**src/rtl/burst_addr_pkg.sv**
```systemverilog
package burst_addr_pkg;

  typedef struct packed {
    logic load;
    logic step;
  } ctrlStrobes_t;

  typedef enum logic {
    ORDER_LINEAR      = 1'b0,
    ORDER_INTERLEAVED = 1'b1
  } burstOrder_e;

endpackage

```
**src/rtl/burst_ctrl.sv**
```systemverilog
module burst_ctrl
  import burst_addr_pkg::*;
#(
  parameter int BEAT_W = 2
) (
  input  logic              clk,
  input  logic              rstN,
  input  logic              clkEn,
  input  logic              advance,
  input  logic              interleave,
  output ctrlStrobes_t      strobes,
  output logic [BEAT_W-1:0] beatIdx,
  output burstOrder_e       order
);

  localparam logic [BEAT_W-1:0] BEAT_ONE  = BEAT_W'(1);
  localparam logic [BEAT_W-1:0] BEAT_ZERO = '0;

  logic [BEAT_W-1:0] beatQ;
  burstOrder_e       orderQ;

  // Every enabled cycle is either a load or a step.
  always_comb begin
    strobes.load = clkEn & ~advance;
    strobes.step = clkEn & advance;
  end

  always_ff @(posedge clk or negedge rstN) begin
    if (!rstN) begin
      beatQ  <= BEAT_ZERO;
      orderQ <= ORDER_LINEAR;
    end else if (strobes.load) begin
      beatQ  <= BEAT_ZERO;
      orderQ <= interleave ? ORDER_INTERLEAVED : ORDER_LINEAR;
    end else if (strobes.step) begin
      beatQ  <= beatQ + BEAT_ONE;
    end
  end

  assign beatIdx = beatQ;
  assign order   = orderQ;

endmodule

```
**src/rtl/burst_datapath.sv**
```systemverilog
module burst_datapath
  import burst_addr_pkg::*;
#(
  parameter int ADDR_W = 20,
  parameter int BEAT_W = 2
) (
  input  logic              clk,
  input  logic              rstN,
  input  ctrlStrobes_t      strobes,
  input  logic [ADDR_W-1:0] addrIn,
  input  logic [BEAT_W-1:0] beatIdx,
  input  burstOrder_e       order,
  output logic [ADDR_W-1:0] addrOut
);

  localparam int UPPER_W = ADDR_W - BEAT_W;

  logic [ADDR_W-1:0] baseQ;
  logic [BEAT_W-1:0] startLow;
  logic [BEAT_W-1:0] linLow;
  logic [BEAT_W-1:0] intLow;
  logic [BEAT_W-1:0] curLow;

  always_ff @(posedge clk or negedge rstN) begin
    if (!rstN)             baseQ <= '0;
    else if (strobes.load) baseQ <= addrIn;
  end

  assign startLow = baseQ[BEAT_W-1:0];

  // The sum is kept at BEAT_W bits, so a wrap never reaches the upper bits.
  assign linLow = startLow + beatIdx;

  // Interleaved order: one XOR per offset bit.
  for (genvar b = 0; b < BEAT_W; b++) begin : g_intl
    assign intLow[b] = startLow[b] ^ beatIdx[b];
  end

  always_comb begin
    unique case (order)
      ORDER_INTERLEAVED: curLow = intLow;
      default:           curLow = linLow;
    endcase
  end

  assign addrOut = {baseQ[ADDR_W-1 -: UPPER_W], curLow};

endmodule

```
**src/rtl/burst_addr_gen.sv**
```systemverilog
module burst_addr_gen
  import burst_addr_pkg::*;
#(
  parameter int ADDR_W = 20,
  parameter int BEAT_W = 2
) (
  input  logic              clk,
  input  logic              rstN,
  input  logic              clkEn,
  input  logic              advance,
  input  logic              interleave,
  input  logic [ADDR_W-1:0] addrIn,
  output logic [ADDR_W-1:0] addrOut,
  output logic [BEAT_W-1:0] beatIdx
);

  ctrlStrobes_t strobes;
  burstOrder_e  order;

  burst_ctrl #(.BEAT_W(BEAT_W)) u_ctrl (
    .clk        (clk),
    .rstN       (rstN),
    .clkEn      (clkEn),
    .advance    (advance),
    .interleave (interleave),
    .strobes    (strobes),
    .beatIdx    (beatIdx),
    .order      (order)
  );

  burst_datapath #(.ADDR_W(ADDR_W), .BEAT_W(BEAT_W)) u_dp (
    .clk     (clk),
    .rstN    (rstN),
    .strobes (strobes),
    .addrIn  (addrIn),
    .beatIdx (beatIdx),
    .order   (order),
    .addrOut (addrOut)
  );

endmodule

```
**config.mk**
```make
export PLATFORM = sky130hd
export DESIGN_NAME = burst_addr_gen
export DESIGN_NICKNAME = d
export VERILOG_FILES = /design/src/rtl/burst_addr_pkg.sv /design/src/rtl/burst_ctrl.sv /design/src/rtl/burst_datapath.sv /design/src/rtl/burst_addr_gen.sv
export SDC_FILE = /design/constraint.sdc
export NUM_CORES = 1
export LEC_CHECK = 0
export BUFFER_PORTS_ARGS = -buffer_cell sky130_fd_sc_hd__buf_2
export CAP_MARGIN = 5
export CORE_MARGIN = 5
export CORE_UTILIZATION = 47
export CTS_CLUSTER_DIAMETER = 150
export CTS_CLUSTER_SIZE = 16
export DETAILED_ROUTE_END_ITERATION = 6
export GPL_TIMING_DRIVEN = 0
export PLACE_DENSITY = 0.78
export SLEW_MARGIN = 10
export SYNTH_ARGS = -nofsm -noshare
export SYNTH_HDL_FRONTEND = slang
export SYNTH_HIERARCHICAL = 1
export SYNTH_SLANG_ARGS = --single-unit
```
**constraint.sdc**
```tcl
create_clock -name clk -period 1.4 [get_ports clk]
set_clock_uncertainty 0.1 [all_clocks]
set_input_delay 0.35 -clock clk [delete_from_list [all_inputs] [get_ports clk]]
set_output_delay 0.35 -clock clk [all_outputs]
set_load 0.05 [all_outputs]
```
## Word-level counts from Yosys, hierarchy flattened

Index checks and enable logic that the tools add are counted.

- Add/sub/neg operators: 2
- Muxes and demuxes: 4
- Bitwise operators: 5
- Reduce and logical (&&, ||, !) cells: 1

Operators by type and width:

| operator | number |
|---|---|
| two-way mux 2 bit | 3 |
| adder 2 x 1 -> 2 bit, second input constant | 1 |
| adder 2 bit | 1 |
| AND 1 bit | 2 |
| nonzero test 2 bit | 1 |
| XOR 1 bit | 2 |
| two-way mux 1 bit | 1 |
| inverter 1 bit | 1 |

- Flip-flop bits (word level): 23
- Input bits: 25

## Longest topological paths before layout

- Depth after elaboration: 3
- Depth in mapped cells: 3

## By module

The synthesis kept the hierarchy.

Modules (own cells, without submodules):

| module | times used | cells each | area each (um^2) | seq. area each (um^2) |
|---|---|---|---|---|
| burst_datapath | 1 | 64 | 994.7 | 500.5 |
| burst_ctrl | 1 | 12 | 147.6 | 75.1 |

## Worst setup path after synthesis

No wires, ideal clock.

- Path kind: register -> output
- Start: register u_ctrl.beatQ[0], in the netlist u_ctrl/beatIdx[0]
- End: output port addrOut[1]
- Data arrival time: 1812 ps
- Data required time: 950 ps
- Slack: -862 ps
- Stages on the path, launching flop included: 4
- Cell sequence: dfrtp_1 -> ha_1 -> nor2b_1 -> xnor2_1

- Longest elaborated chain between the ends: 2

Ends and longest elaborated chain:

| element | line | RTL |
|---|---|---|
| start, declared | burst_ctrl.sv:19 | `logic [BEAT_W-1:0] beatQ;` |
| start signal, assigned | burst_ctrl.sv:36 | `beatQ <= beatQ + BEAT_ONE;` |
| adder 2 bit | burst_datapath.sv:32 | `assign linLow = startLow + beatIdx;` |
| two-way mux 2 bit | burst_datapath.sv:40 | `unique case (order)` |
| end, declared | burst_addr_gen.sv:13 | `output logic [ADDR_W-1:0] addrOut,` |

Every way passes these cells.

## Final worst setup path

Ends and elaborated chain as after synthesis.

==> impl_metrics.prom <==
# TYPE chip_impl_metric gauge
chip_impl_info{name="run_status",value="complete, but fails checks"} 1
chip_impl_info{name="violations",value="setup timing"} 1
chip_impl_info{name="worstPathCellList",value="ha_4, nor2b_4, xnor2_4, buf_6"} 1
chip_impl_info{name="path_class",value="reg -> out"} 1
chip_impl_metric{name="worstPathBufferInverterCount",unit=""} 1
chip_impl_metric{name="power_density",unit="nW/um^2"} 1370
chip_impl_metric{name="final_cell_count_without_fillers",unit=""} 148
chip_impl_metric{name="p_leak",unit="nW"} 0.823
chip_impl_metric{name="fp.dieArea",unit="sq um"} 3510
chip_impl_metric{name="vdd.ir_drop.worst",unit="mV"} 0.786
chip_impl_metric{name="first_global_vias",unit=""} 823
chip_impl_metric{name="cap_viol_max_count",unit=""} 0
chip_impl_metric{name="estimated_wirelength_of_the_detail_placed_design",unit="mm"} 1.73
chip_impl_metric{name="groute.usage.overall",unit=""} 0.150
chip_impl_info{name="rsz0062_at_grt",value="true"} 1
chip_impl_info{name="setup.worst_path.end_class",value="output pin"} 1
chip_impl_metric{name="area_growth_syn_to_layout",unit="%"} 45.9
chip_impl_metric{name="clk_path_buf_depth",unit=""} 2
chip_impl_metric{name="floorplan.core_area",unit="sq um"} 2250
chip_impl_info{name="hold_path_class",value="in -> reg"} 1
chip_impl_metric{name="io_buffers",unit=""} 46
chip_impl_metric{name="num_rows",unit=""} 17
chip_impl_metric{name="drt-wirelength-per-cell",unit="um"} 16.0
chip_impl_metric{name="drc_violation_count_after_routing",unit=""} 0
chip_impl_metric{name="transition_time_of_the_tightest_slew_check_pin",unit="ns"} 0.493
chip_impl_metric{name="finalSetupTns",unit="ns"} -0.852
chip_impl_metric{name="cts_inserted_buffers",unit=""} 3
chip_impl_metric{name="antenna_cells_inserted",unit=""} 0
chip_impl_metric{name="start_util",unit=""} 0.505
chip_impl_metric{name="clk_pin_slew",unit="ns"} 0.12
chip_impl_metric{name="layout-drive-gt1-share",unit=""} 0.767
chip_impl_info{name="cts-root-buf",value="clkbuf_4"} 1
chip_impl_info{name="crit_path_top_delay_cell",value="dfrtp_2"} 1
chip_impl_metric{name="dp_cells",unit=""} 149
chip_impl_metric{name="antenna_found_initial",unit=""} 0
chip_impl_metric{name="detail-route-antenna-nets",unit=""} 0
chip_impl_metric{name="grt_max_degree",unit=""} 24
chip_impl_metric{name="core_utilization_of_the_finished_layout",unit=""} 0.737
chip_impl_metric{name="finish.instance_area",unit="sq um"} 1660
chip_impl_metric{name="die_y",unit="um"} 59.2
chip_impl_metric{name="clk_latency_worst_skew_pair",unit="ns"} 0.31
chip_impl_metric{name="route.detailed.vias_per_inst",unit=""} 4.62
chip_impl_metric{name="grt_overflow_total",unit=""} 0
chip_impl_metric{name="wirelength",unit="mm"} 2.36
chip_impl_metric{name="timing.hold.ws",unit="ns"} 0.158
chip_impl_metric{name="number_of_iterations_in_the_first_detailed_routing_pass",unit=""} 4
chip_impl_metric{name="place.gp.congestion",unit=""} 0.687
chip_impl_metric{name="grt_pass1_wl",unit="mm"} 3.91
chip_impl_metric{name="nets",unit=""} 147
chip_impl_metric{name="finalWorstSetupSlack",unit="ns"} -0.409
chip_impl_metric{name="final-setup-viol-count",unit=""} 3
chip_impl_metric{name="worst-r2r-setup-slack",unit="ns"} 0.25
chip_impl_metric{name="worst_path_largest_cell_delay",unit="ns"} 0.45
chip_impl_metric{name="avg_synthesized_cell_area",unit="sq um"} 15.2
chip_impl_metric{name="synth_nets",unit=""} 101
chip_impl_metric{name="cp_max_fo",unit=""} 2
chip_impl_metric{name="max_freq",unit="GHz"} 0.553
chip_impl_metric{name="fill_cells",unit=""} 155
chip_impl_metric{name="cp_data_arrival_time",unit="ns"} 1.36
chip_impl_info{name="timing.critical_path.max_delay_family",value="flip-flops"} 1
chip_impl_metric{name="placement.cell_area",unit="sq um"} 1450
chip_impl_metric{name="route.vias.total",unit=""} 684
chip_impl_metric{name="cts.sink_count",unit=""} 23
chip_impl_metric{name="timing.final.hold_violations",unit=""} 0
chip_impl_info{name="cts_tree",value="done"} 1
chip_impl_metric{name="post_synth_instance_area",unit="sq um"} 1140
chip_impl_metric{name="h-tree-depth",unit=""} 1
chip_impl_info{name="critical_path.startpoint_type",value="flop"} 1
chip_impl_metric{name="postSynthCellCount",unit=""} 75
chip_impl_metric{name="max_slew_margin_vs_limit",unit=""} 0.671
chip_impl_metric{name="design.portCount",unit=""} 47
chip_impl_metric{name="worst_hold_path.num_cells",unit=""} 2
chip_impl_metric{name="layout_worst_path_cycle_share",unit=""} 1.29
chip_impl_metric{name="cp.required",unit="ns"} 0.95
chip_impl_metric{name="die_w",unit="um"} 59.2
chip_impl_metric{name="synth.yosys.warnings",unit=""} 6
chip_impl_metric{name="period_needed",unit="ns"} 1.81
chip_impl_metric{name="first_iter_violations",unit=""} 17
chip_impl_metric{name="crit_cells",unit=""} 4
chip_impl_metric{name="final_max_slew_viol_count",unit=""} 0
chip_impl_metric{name="worstRegToRegCells",unit=""} 4
==> timing repair <==
item                                    CTS  global route
endpoints found under the setup margin   22             6
pin swaps                                 2             0
hold endpoints to repair                 23             0
buffers inserted                         11             1
gates resized for setup                  64             2
cloned                                    0             0
hold buffers                              1             0
==> per-stage QoR <==
stage / power (mW) / worst slack, ns
after detailed placement: 1.78 / -0.239
after CTS: 2.29 / -0.431
final: 2.28 / -0.409
after floorplan: 1.60 / -0.261
after global placement: 1.75 / -0.239
after global routing: 2.38 / -0.462
==> worst paths after layout <==
check | from | end
worst max-delay path | u_ctrl/beatIdx[0] | addrOut[1]
worst min-delay path | clkEn | u_ctrl/beatIdx[0]
worst max register to register | u_ctrl/beatIdx[0] | u_ctrl/beatIdx[1]
worst min register to register | u_dp/baseQ[11] | u_dp/baseQ[11]
max in group asynchronous | rstN | u_ctrl/beatIdx[0]
min in group asynchronous | rstN | u_ctrl/order
==> cells in the final DEF (no fill, tap or decap), types with 2 or more instances in the layout <==
| cell | count |
|---|---|
| buf_2 | 24 |
| mux2_4 | 21 |
| dfrtp_1 | 21 |
| buf_8 | 20 |
| buf_4 | 11 |
| buf_6 | 5 |
| clkbuf_4 | 3 |
| nor2b_4 | 2 |
| dfrtp_2 | 2 |
==> layout make-up <==
cell class	instances	area [sq um]	share of cell area
Buffer	2	22.5	0.0136
Inverter	1	3.75	0.00226
Multi-Input combinational cell	31	448	0.270
Sequential cell	23	578	0.348
Clock inverter	1	5.00	0.00301
Clock buffer	3	22.5	0.0136
Timing Repair Buffer	59	547	0.329
Tap cell	28	35.0	0.0211
==> where the power goes <==
part           total, mW  switching, mW  internal (mW)
clock network      0.295          0.188          0.107
logic               1.11          0.560          0.553
registers          0.870          0.104          0.765
total               2.28          0.853           1.42
==> per-layer routing <==
metal / vias to the layer above / global-route usage / part of all wire
met5: - / 0 / 0
met4: 0 / 0.0485 / 0
met3: 0 / 0.0458 / 0.099
met2: 32 / 0.268 / 0.52
met1: 329 / 0.168 / 0.38
li1: 323 / - / -
==> sequential cells by signal, indices dropped and copies added, names as in the netlist <==
register,cells
u_dp/baseQ,20
u_ctrl/order,1
u_ctrl/beatIdx,2
Note: power is estimated with default switching activity, not from simulation.
